### src/rtl/mrp_pkg.sv
package mrp_pkg;

    // Where one output bit takes its value from
    typedef enum logic [1:0] {
        SRC_OLD   = 2'd0,
        SRC_NEW   = 2'd1,
        SRC_UNDEF = 2'd2
    } bit_src_e;

    // Decoded register update for one active edge
    typedef struct packed {
        logic take_srst;
        logic take_read;
    } upd_t;

    function automatic bit_src_e classify(logic fwd, logic undef);
        if (undef)
            return SRC_UNDEF;
        else if (fwd)
            return SRC_NEW;
        return SRC_OLD;
    endfunction

    // Undefined bits are realised as the old stored bit
    function automatic logic pick_bit(bit_src_e src, logic old_b, logic new_b);
        case (src)
            SRC_NEW: return new_b;
            default: return old_b;
        endcase
    endfunction

    function automatic upd_t decode_update(logic en, logic srst, logic gate);
        upd_t u;
        u.take_srst = srst & (en | ~gate);
        u.take_read = en & ~u.take_srst;
        return u;
    endfunction

endpackage

### src/rtl/mrp_hit_detect.sv
module mrp_hit_detect #(
    parameter int ADDR_W = 4,
    parameter int DATA_W = 8,
    parameter int NUM_WR = 3,
    parameter logic [NUM_WR-1:0] FWD_MASK  = 3'b001,
    parameter logic [NUM_WR-1:0] XCOL_MASK = 3'b010
) (
    input  logic [ADDR_W-1:0]        rd_addr,
    input  logic [NUM_WR*DATA_W-1:0] wr_bit_en,
    input  logic [NUM_WR*ADDR_W-1:0] wr_addr,
    input  logic [NUM_WR*DATA_W-1:0] wr_data,
    output logic [DATA_W-1:0]        fwd_bits,
    output logic [DATA_W-1:0]        fwd_data,
    output logic [DATA_W-1:0]        undef_bits
);

    logic [DATA_W-1:0] port_sel [NUM_WR];

    // Per-port same-address hit, qualified by that port's bit enables
    for (genvar g = 0; g < NUM_WR; g++) begin : g_port
        logic hit;
        assign hit         = (wr_addr[g*ADDR_W +: ADDR_W] == rd_addr);
        assign port_sel[g] = hit ? wr_bit_en[g*DATA_W +: DATA_W] : '0;
    end

    // Higher port index wins where forwarding ports overlap
    always_comb begin
        fwd_bits   = '0;
        fwd_data   = '0;
        undef_bits = '0;
        for (int i = 0; i < NUM_WR; i++) begin
            if (FWD_MASK[i]) begin
                fwd_bits = fwd_bits | port_sel[i];
                fwd_data = (fwd_data & ~port_sel[i])
                         | (wr_data[i*DATA_W +: DATA_W] & port_sel[i]);
            end else if (XCOL_MASK[i]) begin
                undef_bits = undef_bits | port_sel[i];
            end
        end
    end

endmodule

### src/rtl/mrp_word_merge.sv
module mrp_word_merge
    import mrp_pkg::*;
#(
    parameter int DATA_W = 8
) (
    input  logic [DATA_W-1:0] stored_word,
    input  logic [DATA_W-1:0] fwd_bits,
    input  logic [DATA_W-1:0] fwd_data,
    input  logic [DATA_W-1:0] undef_bits,
    output logic [DATA_W-1:0] merged
);

    for (genvar b = 0; b < DATA_W; b++) begin : g_bit
        bit_src_e src;
        assign src       = classify(fwd_bits[b], undef_bits[b]);
        assign merged[b] = pick_bit(src, stored_word[b], fwd_data[b]);
    end

endmodule

### src/rtl/mrp_out_reg.sv
module mrp_out_reg
    import mrp_pkg::*;
#(
    parameter int DATA_W = 8,
    parameter bit RISING = 1'b1,
    parameter bit EN_GATES_SRST = 1'b0,
    parameter logic [DATA_W-1:0] ARST_VAL = 8'hA5,
    parameter logic [DATA_W-1:0] SRST_VAL = 8'h3C,
    parameter logic [DATA_W-1:0] INIT_VAL = 8'h5A
) (
    input  logic              clk,
    input  logic              arst,
    input  logic              srst,
    input  logic              en,
    input  logic [DATA_W-1:0] d,
    output logic [DATA_W-1:0] q
);

    upd_t upd;
    logic [DATA_W-1:0] q_r = INIT_VAL;

    assign upd = decode_update(en, srst, EN_GATES_SRST);

    if (RISING) begin : g_rise
        always_ff @(posedge clk or posedge arst) begin
            if (arst)
                q_r <= ARST_VAL;
            else if (upd.take_srst)
                q_r <= SRST_VAL;
            else if (upd.take_read)
                q_r <= d;
        end
    end else begin : g_fall
        always_ff @(negedge clk or posedge arst) begin
            if (arst)
                q_r <= ARST_VAL;
            else if (upd.take_srst)
                q_r <= SRST_VAL;
            else if (upd.take_read)
                q_r <= d;
        end
    end

    assign q = q_r;

endmodule

### src/rtl/mrp_read_port.sv
module mrp_read_port #(
    parameter int ADDR_W = 4,
    parameter int DATA_W = 8,
    parameter int NUM_WR = 3,
    parameter bit USE_CLK = 1'b1,
    parameter bit RISING = 1'b1,
    parameter logic [NUM_WR-1:0] FWD_MASK  = 3'b001,
    parameter logic [NUM_WR-1:0] XCOL_MASK = 3'b010,
    parameter logic [DATA_W-1:0] ARST_VAL = 8'hA5,
    parameter logic [DATA_W-1:0] SRST_VAL = 8'h3C,
    parameter logic [DATA_W-1:0] INIT_VAL = 8'h5A,
    parameter bit EN_GATES_SRST = 1'b0
) (
    input  logic                     clk,
    input  logic                     arst,
    input  logic                     srst,
    input  logic                     rd_en,
    input  logic [ADDR_W-1:0]        rd_addr,
    input  logic [DATA_W-1:0]        stored_word,
    input  logic [NUM_WR*DATA_W-1:0] wr_bit_en,
    input  logic [NUM_WR*ADDR_W-1:0] wr_addr,
    input  logic [NUM_WR*DATA_W-1:0] wr_data,
    output logic [DATA_W-1:0]        rd_data
);

    logic [DATA_W-1:0] fwd_bits;
    logic [DATA_W-1:0] fwd_data;
    logic [DATA_W-1:0] undef_bits;
    logic [DATA_W-1:0] merged;
    logic [DATA_W-1:0] reg_q;

    mrp_hit_detect #(
        .ADDR_W(ADDR_W), .DATA_W(DATA_W), .NUM_WR(NUM_WR),
        .FWD_MASK(FWD_MASK), .XCOL_MASK(XCOL_MASK)
    ) u_hit (
        .rd_addr(rd_addr), .wr_bit_en(wr_bit_en), .wr_addr(wr_addr),
        .wr_data(wr_data), .fwd_bits(fwd_bits), .fwd_data(fwd_data),
        .undef_bits(undef_bits)
    );

    mrp_word_merge #(.DATA_W(DATA_W)) u_merge (
        .stored_word(stored_word), .fwd_bits(fwd_bits), .fwd_data(fwd_data),
        .undef_bits(undef_bits), .merged(merged)
    );

    mrp_out_reg #(
        .DATA_W(DATA_W), .RISING(RISING), .EN_GATES_SRST(EN_GATES_SRST),
        .ARST_VAL(ARST_VAL), .SRST_VAL(SRST_VAL), .INIT_VAL(INIT_VAL)
    ) u_oreg (
        .clk(clk), .arst(arst), .srst(srst), .en(rd_en), .d(merged), .q(reg_q)
    );

    if (USE_CLK) begin : g_sync
        assign rd_data = reg_q;
    end else begin : g_comb
        assign rd_data = stored_word;
    end

endmodule

### config.mk
export PLATFORM = sky130hd
export DESIGN_NAME = mrp_read_port
export DESIGN_NICKNAME = d
export VERILOG_FILES = /design/src/rtl/mrp_pkg.sv /design/src/rtl/mrp_hit_detect.sv /design/src/rtl/mrp_word_merge.sv /design/src/rtl/mrp_out_reg.sv /design/src/rtl/mrp_read_port.sv
export SDC_FILE = /design/constraint.sdc
export NUM_CORES = 1
export LEC_CHECK = 0
export ABC_AREA = 1
export BUFFER_PORTS_ARGS = -buffer_cell sky130_fd_sc_hd__buf_2
export CORE_UTILIZATION = 36
export DETAILED_ROUTE_END_ITERATION = 10
export PLACE_DENSITY = 0.85
export SETUP_SLACK_MARGIN = 0.3
export SYNTH_ARGS = -nofsm -noshare
export SYNTH_HDL_FRONTEND = slang
export SYNTH_SLANG_ARGS = --single-unit
export TNS_END_PERCENT = 50
### constraint.sdc
create_clock -name clk -period 1.3 [get_ports clk]
set_input_delay 0.26 -clock clk [delete_from_list [all_inputs] [get_ports clk]]
set_output_delay 0.26 -clock clk [all_outputs]
set_load 0.02 [all_outputs]
==> reports/qor.yml, run 1 <==
num_rows: 15
worstPathMaxFanout: 2
largest_register_ffs: 8
finalClockSkew_ns: 0
cts_tree: "built"
critPathArrivalTime_ns: 0.92
fin_crit_ns: 1.18
startpoint_type: "flop"
grt_max_degree: 9
dpl.hpwl_um: 1860
powerDensity_nw_per_um2: 630
synth_seq_area_share_pct: 28.0
ys_seq_elements: 8
drc: 0
grt_pass1_wl_um: 3770
clockRootBuffer: "clkbuf_4"
holdWs_ns: 0.305
slew_headroom_pct: 78.8
firstDrtPassIters: 4
fin_area_um2: 1440
slowest_stage: "dfstp_2"
path_class: "flop to output port"
finalHoldViolCount: 0
synth.distinct_cells: 11
die_h_um: 47.1
slew_viol_final: 0
cts_buffer_depth: 2
routed_wl_um: 2990
grt_pass1_vias: 985
clkTransAtPathRegs_ns: 0.05
required_ns: 1.04
crit_path_end_kind: "output port"
max-cap-violations: 0
antennaDiodeCount: 0
die_w_um: 47.1
status: "completed"
hp-class: "input pin to flop"
min_from: "stored_word[0]"
synth_cells: 133
post-place-cells: 215
vias_per_cell: 5.05
clk_latency_ns: 0.25
regToRegSetupSlack_ns: 0.51
grt_overflow: 0
worst_pin_slew_ns: 0.317
synth.avg_cell_area_um2: 5.50
cts.sinks: 8
area_growth_pct: 96.9
holdPathStages: 5
ant_nets: 0
most-common-layout-cells: "buf_2, nand2_1, nand2_2, inv_1, nor2_1"
r2r-start: "u_oreg.q[7]"
io-pin-count: 84
coreArea_um2: 1820
cts_buffers: 3
crit_family: "flip-flops"
crit_chain: "buf_6"
crit_path_max_incr_delay_ns: 0.54
numPortBuffers: 55
setup_viol: 0
placed_area_um2: 1100
cp.buffers_inverters: 1
p_total_mw: 0.909
htree_levels: 1
synth_warnings: 0
drive_gt1_share_pct: 62.9
reg2reg_depth: 3
synth_nets: 209
globalplace.congestion: 0.649
vias: 1147
finalCritPeriodShare_pct: 90.5
antenna_found_initial: 0
nets: 280
wl_per_cell_um: 13.2
stdcell_count: 227
leakage_nw: 0.767
mostFrequentLayoutCell: "buf_2"
initial_core_util_pct: 40.2
r2r_end: "u_oreg.q[7]"
grtUsageTotal_pct: 23.8
dieArea_um2: 2220
whs_endpoint: "u_oreg.q[0]"
synth_area_um2: 732
peakVddDrop_mv: 0.799
rsz0062_at_grt: "yes"
drt_iter0_drc: 36
fmax_mhz: 850
setup_tns_ns: 0
[per-stage QoR]
step                setup WS, ns  utilization [%]
CTS                        0.139             69.6
finish                     0.123             79.2
global placement          0.0140             60.6
floorplan                  0.271                -
global route               0.116             79.2
detailed placement       -0.0412             60.6
[kinds of logic after synthesis]
group	share of synthesized area, %
simple gates	53.8
compound gates	2.74
flops	28.0
buf+inv	15.4
[cell usage after synthesis (all sizes together)]
| cell | count | area [um2] |
|---|---|---|
| nand2 | 45 | 171 |
| inv | 30 | 113 |
| nor2 | 26 | 113 |
| nand3 | 16 | 80.1 |
| a21oi | 4 | 20.0 |
| dfrtp | 4 | 100 |
| dfstp | 4 | 105 |
| nand3b | 4 | 30.0 |
[worst max path at each step]
stage | startpoint | to | slack, ns | cells past startpoint
floorplan | wr_addr[4] | u_oreg.q[4] | 0.27 | 9
global placement | wr_addr[4] | u_oreg.q[4] | 0.01 | 10
detailed placement | rd_addr[0] | u_oreg.q[7] | -0.04 | 11
CTS | u_oreg.q[5] | rd_data[5] | 0.14 | 1
global route | u_oreg.q[7] | rd_data[7] | 0.12 | 1
finish | u_oreg.q[5] | rd_data[5] | 0.12 | 1
[power by group]
part,total [mW],switching [mW],internal (mW)
Combinational,0.428,0.228,0.200
Clock,0.188,0.0828,0.106
Sequential,0.292,0.0141,0.278
[final cells by class]
cell class / instances / area (um2)
Inverter: 30 / 133
Tap cell: 25 / 31.3
Timing Repair Buffer: 66 / 455
Sequential cell: 8 / 205
Multi-Input combinational cell: 95 / 594
Clock buffer: 3 / 22.5
Fill cell: 134 / 379
[repair_timing]
action | in CTS | in global routing
hold endpoints to repair | 4 | 0
cloned | 0 | 0
setup buffers | 1 | 7
hold buffers | 1 | 0
pin swaps | 19 | 23
endpoints found under the setup margin | 16 | 16
resized for setup | 37 | 34
[per-layer routing]
metal / track usage, % / share of wire (%) / up-vias
met1: 24.2 / 34 / 527
met5: 0 / 0 / -
met3: 3.85 / 5.4 / 18
met2: 50.6 / 57 / 64
met4: 2.86 / 3.2 / 0
li1: - / - / 538
Power figures use the tool's default switching activity.
==> inputs of run 2 (changes only) <==
--- a/config.mk
+++ b/config.mk
@@ -7,6 +7,7 @@
 export LEC_CHECK = 0
 export ABC_AREA = 1
 export BUFFER_PORTS_ARGS = -buffer_cell sky130_fd_sc_hd__buf_2
+export CORE_MARGIN = 3
 export CORE_UTILIZATION = 36
 export DETAILED_ROUTE_END_ITERATION = 10
 export PLACE_DENSITY = 0.85
==> reports/qor.yml, run 2 (same netlist as run 1, synthesis figures left out) <==
initial_core_util_pct: 40.2
dieArea_um2: 2610
crit_path_end_kind: "output port"
globalplace.congestion: 0.739
firstDrtPassIters: 4
p_switching_mw: 0.283
vias_per_cell: 4.60
drive_gt1_share_pct: 51.5
critPathArrivalTime_ns: 0.91
wl_per_cell_um: 10.9
most-common-layout-cells: "buf_2, nand2_1, inv_1, nor2_1, buf_6"
regToRegSetupSlack_ns: 0.53
crit_chain: "buf_6"
finalClockSkew_ns: 0
placed_area_um2: 1100
post-cts-setup-buffers: 0
antennaDiodeCount: 0
crit_path_max_incr_delay_ns: 0.54
cts_tree: "built"
clockRootBuffer: "clkbuf_4"
antenna_found_initial: 0
pwr-share-clk_pct: 23.0
required_ns: 1.04
coreArea_um2: 1820
io-pin-count: 84
crit_family: "flip-flops"
holdPathStages: 5
clkTransAtPathRegs_ns: 0.05
die_h_um: 51.1
dpl.hpwl_um: 1860
worstPathMaxFanout: 2
num_rows: 15
final_util_pct: 70.9
r2r-start: "u_oreg.q[5]"
combPwrFrac_pct: 41.8
largest_register_ffs: 8
htree_levels: 1
startpoint_type: "flop"
whs_endpoint: "u_oreg.q[7]"
r2r_end: "u_oreg.q[5]"
die_w_um: 51.1
grtUsageTotal_pct: 18.0
status: "completed"
routed_wl_um: 2390
peakVddDrop_mv: 0.505
slew_headroom_pct: 78.9
grt_max_degree: 9
leakage_nw: 0.730
numPortBuffers: 55
multi_input_area_um2: 514
reg2reg_depth: 2
hp-class: "input pin to flop"
nFillCells: 169
max-cap-violations: 0
p_int_mw: 0.549
clk_latency_ns: 0.25
powerDensity_nw_per_um2: 644
final-seq-area_um2: 205
cts_buffer_depth: 2
vias: 1007
fmax_mhz: 854
path_class: "flop to output port"
slew_viol_final: 0
drt_iter0_drc: 11
slowest_stage: "dfstp_2"
finalCritPeriodShare_pct: 90.1
finalHoldViolCount: 0
drc: 0
rsz0062_at_grt: "yes"
setup_viol: 0
grt_pass1_vias: 978
min_from: "stored_word[7]"
mostFrequentLayoutCell: "buf_2"
seqPwrFrac_pct: 35.2
nets: 272
cts.sinks: 8
area_growth_pct: 76.4
grt_overflow: 0
ant_nets: 0
worst_pin_slew_ns: 0.316
fin_crit_ns: 1.17
switching_share_pct: 34.0
fin_area_um2: 1290
grt_pass1_wl_um: 3570
cts_buffers: 3
cp.buffers_inverters: 1
## run 2: cell type report
class                           count  share of cell area, %
Multi-Input combinational cell     95                   39.8
Sequential cell                     8                   15.9
Clock buffer                        3                   1.74
Tap cell                           25                   2.42
Inverter                           30                   10.1
Timing Repair Buffer               58                   30.0
## run 2: how the worst max path moves through the flow
stage                        to  depth (start not counted)  slack, ns         from
floorplan           u_oreg.q[4]                          9       0.27   wr_addr[4]
global placement    u_oreg.q[3]                         10       0.01   rd_addr[0]
detailed placement  u_oreg.q[6]                         10      -0.03   rd_addr[0]
CTS                  rd_data[5]                          1       0.12  u_oreg.q[5]
global route         rd_data[5]                          1       0.10  u_oreg.q[5]
finish               rd_data[5]                          1       0.13  u_oreg.q[5]
## run 2: repair_timing
item | CTS | global route
resized for setup | 22 | 23
setup endpoints to repair | 16 | 16
hold buffers | 1 | 0
pin swaps | 11 | 21
hold endpoints to repair | 4 | 0
## run 2: power groups by stage
| stage | Combinational (mW) | Sequential, mW | Clock (mW) |
|---|---|---|---|
| 2_1_floorplan | 0.127 | 0.319 | 0 |
| 3_3_place_gp | 0.276 | 0.291 | 0 |
| 4_1_cts | 0.318 | 0.293 | 0.202 |
| 6_report | 0.348 | 0.293 | 0.191 |
| 3_5_place_dp | 0.286 | 0.292 | 0 |
| 5_1_grt | 0.379 | 0.296 | 0.209 |
## run 2: per-layer routing
metal	vias to the layer above	track usage (%)	part of all wire (%)
met2	34	37.1	56
met1	448	17.1	37
met5	-	0	0
li1	519	-	-
met3	6	3.50	5.4
met4	0	6.28	1.8
## run 2: per-stage QoR
stage	power [mW]	hold WS [ns]	setup slack (ns)	std cells	TNS, ns
after floorplan	0.446	0.0728	0.271	133	0
after global placement	0.567	0.206	0.0110	215	0
after detailed placement	0.578	0.221	-0.0280	215	-0.112
after CTS	0.813	0.292	0.119	219	0
after global routing	0.884	0.314	0.100	219	0
final	0.832	0.297	0.129	219	0
==> inputs of run 3 (changes only) <==
--- a/config.mk
+++ b/config.mk
@@ -8,11 +8,12 @@
 export ABC_AREA = 1
 export BUFFER_PORTS_ARGS = -buffer_cell sky130_fd_sc_hd__buf_2
 export CORE_MARGIN = 3
-export CORE_UTILIZATION = 36
+export CORE_UTILIZATION = 38
 export DETAILED_ROUTE_END_ITERATION = 10
 export PLACE_DENSITY = 0.85
 export SETUP_SLACK_MARGIN = 0.3
 export SYNTH_ARGS = -nofsm -noshare
 export SYNTH_HDL_FRONTEND = slang
+export SYNTH_HIERARCHICAL = 1
 export SYNTH_SLANG_ARGS = --single-unit
 export TNS_END_PERCENT = 50
==> constraint.sdc (replaced) <==
create_clock -name clk -period 1.3 [get_ports clk]
set_input_delay 0.195 -clock clk [delete_from_list [all_inputs] [get_ports clk]]
set_output_delay 0.195 -clock clk [all_outputs]
set_load 0.02 [all_outputs]
==> reports/qor.yml, run 3 <==
async_flop_share_pct: 100
slew_viol_final: 0
peakVddDrop_mv: 0.478
antenna_found_initial: 0
synth_common_cells: "nand2_1, inv_1, nand3_1"
drt_iter0_drc: 25
ant_nets: 0
numPortBuffers: 55
nFillCells: 189
max-cap-violations: 0
wl_per_cell_um: 10.6
firstDrtPassIters: 6
synth_warnings: 6
crit_path_end_kind: "flop"
startpoint_type: "input pin"
synth.avg_cell_area_um2: 5.42
area_growth_pct: 65.0
clkTransAtPathRegs_ns: 0.05
nets: 292
antennaDiodeCount: 0
p_total_mw: 0.813
num_rows: 16
required_ns: 1.45
ys_seq_elements: 8
pwr-share-clk_pct: 23.4
synth_edf_count: 0
switching_share_pct: 34.1
cts_buffer_depth: 2
synth_nets: 229
fin_area_um2: 1370
fmax_mhz: 895
initial_core_util_pct: 41.0
p_int_mw: 0.536
synth_top_area_cell: "nand2_1"
cts_tree: "built"
powerDensity_nw_per_um2: 594
min_from: "stored_word[2]"
synth_area_leaders: "nand2_1, inv_1, dfstp_2"
critPathArrivalTime_ns: 1.26
htree_levels: 1
most-common-layout-cells: "buf_2, nand2_1, inv_1, nand3_1, nor2_1"
grt_pass1_vias: 937
drc: 0
coreArea_um2: 2020
grtUsageTotal_pct: 17.0
vias: 1096
grt_overflow: 0
ys_dominant_reg_cell: "dfstp_2"
hp-class: "input pin to flop"
fin_crit_ns: 1.12
synth.distinct_cells: 11
clockRootBuffer: "clkbuf_4"
clk_latency_ns: 0.25
yosysTopAreaCellShare_pct: 24.0
seqPwrFrac_pct: 34.8
startpoint: "rd_addr[3]"
synth_seq_area_share_pct: 24.7
dpl.hpwl_um: 1740
p_switching_mw: 0.278
setup_viol: 0
multi_input_area_um2: 563
mostFrequentLayoutCell: "buf_2"
leakage_nw: 0.831
largest_register_ffs: 8
finalClockSkew_ns: 0
globalplace.congestion: 0.766
synth.most_common_cell: "nand2_1"
routed_wl_um: 2560
synth_area_um2: 830
vias_per_cell: 4.55
placed_area_um2: 1130
finalHoldViolCount: 0
slew_headroom_pct: 79.5
grt_pass1_wl_um: 3530
dieArea_um2: 2780
worstPathMaxFanout: 8
r2r-start: "u_oreg/q[5]"
grt_max_degree: 10
finalCritPeriodShare_pct: 85.9
worst_pin_slew_ns: 0.307
status: "completed"
cts_buffers: 3
cts.sinks: 8
combPwrFrac_pct: 41.8
final-seq-area_um2: 205
synth_cells: 153
path_class: "input pin to flop"
die_w_um: 52.7
rsz0062_at_grt: "yes"
die_h_um: 52.7
io-pin-count: 84
drive_gt1_share_pct: 48.1
==> run 3: worst paths after layout <==
check,endpoint,slack [ns],cells after the start
max in group asynchronous,u_oreg/q[0],0.59,3
hold / removal,u_oreg/q[2],0.24,5
setup reg to reg,u_oreg/q[5],0.51,3
min in group asynchronous,u_oreg/q[4],0.43,3
setup / recovery,u_oreg/q[3],0.18,10
hold reg to reg,u_oreg/q[4],0.47,2
==> run 3: cell type report <==
class | instances | share of cell area [%]
multi-input cells | 102 | 41.1
repair buffers | 59 | 28.1
flip-flops and latches | 8 | 15.0
inverters | 42 | 11.7
well taps | 27 | 2.47
clock buffers | 3 | 1.65
==> run 3: stage by stage <==
step	instances	worst slack (ns)	hold slack [ns]	setup TNS, ns	util, %
floorplan	153	0.216	0.00780	0	-
global placement	234	-0.0415	0.139	-0.103	55.9
detailed placement	234	-0.0918	0.149	-0.183	55.9
CTS	240	0.188	0.236	0	63.4
global route	241	0.0880	0.261	0	67.7
finish	241	0.183	0.236	0	67.7
==> run 3: power by group through the flow <==
stage | Combinational [mW] | Clock, mW | Sequential [mW]
2_1_floorplan | 0.121 | 0 | 0.307
3_3_place_gp | 0.249 | 0 | 0.284
3_5_place_dp | 0.255 | 0 | 0.285
4_1_cts | 0.302 | 0.193 | 0.283
5_1_grt | 0.375 | 0.204 | 0.284
6_report | 0.340 | 0.190 | 0.283
==> run 3: critical path: stages <==
cell and delay (ns):
buf_6 0.10, xor2_2 0.17, nor2_2 0.17, nand2_4 0.12, nor2_2 0.15, inv_2 0.04, nand3_1 0.05, nand2_1 0.07
a21oi_2 0.13, nand2_1 0.06
==> run 3: routing by layer <==
metal  global-route usage (%)  routed length [um]  up-vias
li1                         -                   -      568
met1                     18.7                 913      478
met2                     32.2                1440       50
met3                     4.84                 211        0
met4                     2.55                   0        0
met5                        0                   0        -
==> run 3: repair_timing <==
action                     in CTS  in global routing
hold buffers                    1                  0
setup buffers                   2                  1
setup endpoints to repair      12                 15
pin swaps                      19                 14
resized for setup              30                 25
hold endpoints to repair        4                  0
==> run 3: kinds of logic (layout without fill, tap and decap cells) <==
group | after synthesis | after routing | share of synthesized area, %
simple gates | 94 | 94 | 48.3
buf+inv | 43 | 104 | 20.4
flops | 8 | 8 | 24.7
compound gates | 4 | 4 | 2.41
xor+xnor | 4 | 4 | 4.22
